## config.mk

```make
export PLATFORM = sky130hd
export DESIGN_NAME = scr_link_pair
export DESIGN_NICKNAME = d
export VERILOG_FILES = /design/src/rtl/scr_pkg.sv /design/src/rtl/scr_keystream.sv /design/src/rtl/scr_lane.sv /design/src/rtl/scr_link_pair.sv
export SDC_FILE = /design/constraint.sdc
export NUM_CORES = 1
export LEC_CHECK = 0
export BUFFER_PORTS_ARGS = -buffer_cell sky130_fd_sc_hd__buf_2
export CAP_MARGIN = 20
export CORE_MARGIN = 3
export CORE_UTILIZATION = 25
export DETAILED_ROUTE_END_ITERATION = 6
export MAX_ROUTING_LAYER = met4
export SYNTH_ARGS = -nofsm -noshare
export SYNTH_HDL_FRONTEND = slang
export SYNTH_SLANG_ARGS = --single-unit
```

## constraint.sdc

```tcl
create_clock -name clk_i -period 3.5 [get_ports clk_i]
set_input_delay 0.175 -clock clk_i [delete_from_list [all_inputs] [get_ports clk_i]]
set_output_delay 0.175 -clock clk_i [all_outputs]
set_load 0.005 [all_outputs]
```

## src/rtl/scr_pkg.sv

```systemverilog
package scr_pkg;
  localparam int unsigned SCR_DATA_W = 8;
  localparam int unsigned SCR_LFSR_W = 16;
  localparam logic [SCR_LFSR_W-1:0] SCR_SEED  = 16'hFFFF;
  localparam logic [SCR_LFSR_W-1:0] SCR_TAPS  = 16'h0039;
  localparam logic [SCR_DATA_W-1:0] SCR_COMMA = 8'hBC;
endpackage

```

## src/rtl/scr_keystream.sv

```systemverilog
module scr_keystream #(
  parameter int unsigned DATA_W = 8,
  parameter int unsigned LFSR_W = 16,
  parameter logic [LFSR_W-1:0] TAPS = 16'h0039
) (
  input  logic [LFSR_W-1:0] state_i,
  output logic [DATA_W-1:0] ks_o,
  output logic [LFSR_W-1:0] next_o
);
  logic [DATA_W:0][LFSR_W-1:0] chain;

  assign chain[0] = state_i;

  for (genvar g = 0; g < DATA_W; g++) begin : g_step
    assign ks_o[g]      = chain[g][LFSR_W-1];
    assign chain[g+1]   = {chain[g][LFSR_W-2:0], 1'b0}
                        ^ (chain[g][LFSR_W-1] ? TAPS : '0);
  end

  assign next_o = chain[DATA_W];
endmodule

```

## src/rtl/scr_lane.sv

```systemverilog
module scr_lane #(
  parameter int unsigned DATA_W = 8,
  parameter int unsigned LFSR_W = 16,
  parameter logic [LFSR_W-1:0] SEED  = 16'hFFFF,
  parameter logic [LFSR_W-1:0] TAPS  = 16'h0039,
  parameter logic [DATA_W-1:0] COMMA = 8'hBC
) (
  input  logic              clk_i,
  input  logic              rst_ni,
  input  logic [DATA_W-1:0] data_i,
  input  logic              ctrl_i,
  input  logic              valid_i,
  output logic [DATA_W-1:0] data_o,
  output logic              ctrl_o,
  output logic              valid_o
);
  logic [LFSR_W-1:0] state_q;
  logic [LFSR_W-1:0] state_adv;
  logic [DATA_W-1:0] ks;
  logic              is_comma;

  scr_keystream #(
    .DATA_W(DATA_W),
    .LFSR_W(LFSR_W),
    .TAPS  (TAPS)
  ) u_ks (
    .state_i(state_q),
    .ks_o   (ks),
    .next_o (state_adv)
  );

  assign is_comma = ctrl_i && (data_i == COMMA);

  always_ff @(posedge clk_i or negedge rst_ni) begin
    if (!rst_ni) begin
      state_q <= SEED;
      data_o  <= '0;
      ctrl_o  <= 1'b0;
      valid_o <= 1'b0;
    end else begin
      valid_o <= valid_i;
      if (valid_i) begin
        ctrl_o  <= ctrl_i;
        data_o  <= ctrl_i ? data_i : (data_i ^ ks);
        state_q <= is_comma ? SEED : state_adv;
      end
    end
  end

  AST_CTRL_PASS: assert property (@(posedge clk_i) disable iff (!rst_ni)
    (valid_i && ctrl_i) |=> (ctrl_o && data_o == $past(data_i)));
  AST_COMMA_SEED: assert property (@(posedge clk_i) disable iff (!rst_ni)
    (valid_i && is_comma) |=> (state_q == SEED));
  AST_IDLE_HOLD: assert property (@(posedge clk_i) disable iff (!rst_ni)
    !valid_i |=> $stable(state_q));
  AST_IDLE_OUT: assert property (@(posedge clk_i) disable iff (!rst_ni)
    !valid_i |=> !valid_o);
  AST_STATE_LIVE: assert property (@(posedge clk_i) disable iff (!rst_ni)
    state_q != '0);
endmodule

```

## src/rtl/scr_link_pair.sv

```systemverilog
module scr_link_pair
  import scr_pkg::*;
#(
  parameter int unsigned DATA_W = SCR_DATA_W,
  parameter int unsigned LFSR_W = SCR_LFSR_W,
  parameter logic [LFSR_W-1:0] SEED  = SCR_SEED,
  parameter logic [LFSR_W-1:0] TAPS  = SCR_TAPS,
  parameter logic [DATA_W-1:0] COMMA = SCR_COMMA
) (
  input  logic              clk_i,
  input  logic              rst_ni,
  input  logic [DATA_W-1:0] tx_data_i,
  input  logic              tx_ctrl_i,
  input  logic              tx_valid_i,
  output logic [DATA_W-1:0] tx_data_o,
  output logic              tx_ctrl_o,
  output logic              tx_valid_o,
  input  logic [DATA_W-1:0] rx_data_i,
  input  logic              rx_ctrl_i,
  input  logic              rx_valid_i,
  output logic [DATA_W-1:0] rx_data_o,
  output logic              rx_ctrl_o,
  output logic              rx_valid_o
);
  scr_lane #(
    .DATA_W(DATA_W), .LFSR_W(LFSR_W), .SEED(SEED), .TAPS(TAPS), .COMMA(COMMA)
  ) u_tx (
    .clk_i  (clk_i),
    .rst_ni (rst_ni),
    .data_i (tx_data_i),
    .ctrl_i (tx_ctrl_i),
    .valid_i(tx_valid_i),
    .data_o (tx_data_o),
    .ctrl_o (tx_ctrl_o),
    .valid_o(tx_valid_o)
  );

  // additive scheme: descrambler is the same lane
  scr_lane #(
    .DATA_W(DATA_W), .LFSR_W(LFSR_W), .SEED(SEED), .TAPS(TAPS), .COMMA(COMMA)
  ) u_rx (
    .clk_i  (clk_i),
    .rst_ni (rst_ni),
    .data_i (rx_data_i),
    .ctrl_i (rx_ctrl_i),
    .valid_i(rx_valid_i),
    .data_o (rx_data_o),
    .ctrl_o (rx_ctrl_o),
    .valid_o(rx_valid_o)
  );

  AST_TX_RX_LAT: assert property (@(posedge clk_i) disable iff (!rst_ni)
    (rx_valid_i && rx_ctrl_i) |=> (rx_valid_o && rx_ctrl_o));
endmodule

```

==> results.md <==
- Worst-Skew Late Latency: 0.30 ns
- Required @ worst endpoint: 3.70 ns
- Total GRT Usage: 9.19%
- Post-layout min period: 1.26 ns
- Fin crit share: 36.0%
- Wire length per cell: 12.2 um
- Leakage Power: 1.30 nW
- Die height: 111 um
- Initial antenna violation count: 0
- Cell Count, Final, Fillers Out: 428
- Worst relative slew slack: 36.7%
- Final Hold Fails: 0
- Placed Area: 3090 um2
- Hold_ws: 0.00577 ns
- Final Max Tran Viols: 0
- Root Buffer: clkbuf_8
- Top sig layer: met4
- Slew @ Worst Pin: 0.949 ns
- Die Area: 12400 um2
- Internal power: 1.83 mW
- Final Setup Violations: 0
- Worst Path Arrival: 1.46 ns
- Final instance area: 3210 um2
- Detail Placement HPWL: 3720 um
- Largest net degree at the start of global routing: 51
- Setup CP Type: reg2reg
- GPL Wtd Cong: 0.740
- Multi-input logic area: 1320 um2
- Synth Cell Area: 2780 um2
- Slowest stage delay, CP: 0.61 ns
- Synth Area per Inst: 10.9 um2
- Worst-path cell chain: xor2_1, xnor2_1, a31oi_2
- Max Cap Viol: 0
- Total grt overflow: 0
- Peak VDD IR: 290 uV
- Num ports: 42
- CTS buffer count: 5
- P_sw: 0.961 mW
- Worst-path clk slew: 0.10 ns
- Met1 wire length: 2450 um
- Routed vias/inst: 4.30
- First DRT Iteration DRCs: 115
- Synth Warn #: 0
- Met3 WL: 282 um
- Clock Skew: 0.00594 ns
- CTS Buffer Depth: 2
- Kind of cell adding the most delay to the critical path: flip-flops
- Register area: 1340 um2
- CTS tree: done
- CTS Hold Buffers Added: 0
- Share of layout cells above drive strength 1: 37.7%
- Power share of the sequential group: 43.5%
- ANT nets after route: 0
- Hold Crit Class: in2async
- Post-Route WL: 5240 um
- Combinational power share: 41.8%
- CP Launch Type: flip-flop
- CP endpoint kind: flip-flop
- Setup Fix Bufs, Post-CTS: 0
- Status: complete, no violations
- CTS resizes: 0
- Synth unique cells: 20
- DRC viols: 0
- Vias in the first global route: 1854
- Met2 Wirelength: 2460 um
- CORE AREA: 10600 um2
- Number of synthesized register bits: 52
- Fmax: 793 MHz
- DRT Pass-1 Iters: 6
- Crit Path Max Fanout: 5
- Filler Cells Inserted: 1118
- Setup_tns: 0 ns
- Clock H-tree levels: 2
- Nets: 313
- Critical Path Slowest Stage Cell: dfstp_2
- RSZ-0062 raised after global routing: no
- Clock power share: 14.7%
- Net switching share of the total power: 34.4%
- Std cell rows: 37
- CP bufs+invs: 0
- First-pass GRT wire length: 9280 um
- Placed insts: 420
- PD cells: 871 nW/um2
- Num Clock Sinks: 52
- # diodes: 0
- Synthesized Nets: 277
- Synthesis-to-layout area growth: 15.5%
- Cell count after synthesis: 255
- DR vias: 1841
- Sequential-to-total area share from yosys stat: 48.3%
- Die Wd: 111 um
- Initial core utilization: 26.3%
- I/O Buffers: 41
## per-layer routing
layer	GRT usage [%]	vias to the layer above
li1	-	910
met1	12.1	879
met2	14.2	47
met3	2.50	5
met4	2.19	0
met5	-	-
## cell families after synthesis
kind of cell              share of synthesized area, %
buffers and inverters                             4.24
and+or+nand+nor                                   14.1
xor gates and xnor gates                          18.0
muxes                                            0.811
AOI/OAI and AO/OA                                 14.6
DFF                                               48.3
## cell usage after synthesis
master / instances / share of area (%)
xnor2_1: 49 / 15
nor2_1: 48 / 6.5
dfstp_2: 32 / 30
a31oi_2: 20 / 9.0
dfrtp_1: 20 / 18
a21oi_1: 16 / 2.9
and2b_1: 16 / 4.3
a31oi_1: 12 / 2.7
inv_1: 12 / 1.6
xor2_1: 8 / 2.5
buf_1: 4 / 0.54
buf_2: 4 / 0.72
clkbuf_1: 4 / 0.54
and4bb_2: 2 / 0.90
buf_6: 2 / 0.81
mux2_2: 2 / 0.81
and3_4: 1 / 0.41
and3b_1: 1 / 0.32
nand4_4: 1 / 0.77
nand4b_4: 1 / 0.86
## registers in the layout, summed over array words and instances (netlist names)
register / flops
u_rx.ctrl_o: 1
u_rx.data_o: 8
u_rx.state_q: 16
u_rx.valid_o: 1
u_tx.ctrl_o: 1
u_tx.data_o: 8
u_tx.state_q: 16
u_tx.valid_o: 1
## worst paths after layout
check                                 startpoint               end  slack [ns]  cells past startpoint
worst max-delay path            u_tx.state_q[15]  u_tx.state_q[11]        2.24                      3
worst min-delay path                      rst_ni      u_rx.valid_o       0.006                      1
worst max register to register  u_tx.state_q[15]  u_tx.state_q[11]        2.24                      3
worst min register to register   u_tx.state_q[5]  u_tx.state_q[13]        0.47                      2
max in group asynchronous                 rst_ni   u_tx.state_q[5]        2.75                      2
min in group clk_i                  rx_data_i[0]    u_rx.data_o[0]        0.17                      3
## area by class of cell
type / instances / share of cell area [%]
sequential: 52 / 41.8
tap: 136 / 5.31
clock inverter: 3 / 1.33
inverter: 12 / 1.41
clock buffer: 5 / 2.15
multi-input combinational: 177 / 41.1
timing repair buffer: 43 / 6.87
## cells in the final DEF, fill, tap and decap left out
cell	instances
xnor2_1	49
nor2_1	48
buf_2	41
dfstp_2	32
a31oi_2	20
dfrtp_1	20
and2b_1	16
a21oi_1	16
inv_1	12
a31oi_1	12
xor2_1	8
clkbuf_8	5
and4bb_2	2
mux2_2	2
buf_4	2
and3b_1	1
nand4_4	1
and3_4	1
nand4b_4	1
bufinv_16	1
clkinvlp_4	1
clkinv_2	1
## metrics by stage
step                setup WS [ns]  utilization (%)  power [mW]
detailed placement           2.10             29.3        2.41
global route                 2.14             30.4        3.01
finish                       2.24             30.4        2.79
CTS                          2.23             30.4        2.83
global placement             2.12             29.3        2.38
floorplan                    2.33                -        2.16
## power groups by stage
| stage | clock, mW | sequential, mW | combinational (mW) |
|---|---|---|---|
| floorplan | 0 | 1.14 | 1.02 |
| global route | 0.455 | 1.25 | 1.30 |
| CTS | 0.424 | 1.22 | 1.19 |
| global placement | 0 | 1.22 | 1.16 |
| detailed placement | 0 | 1.23 | 1.18 |
| finish | 0.411 | 1.21 | 1.17 |
## worst register-to-register path: stages (launching register included)
cell,delay [ns]
dfstp_2,0.61
xor2_1,0.26
xnor2_1,0.18
a31oi_2,0.11
No activity file was read; power rests on OpenSTA's default activity.
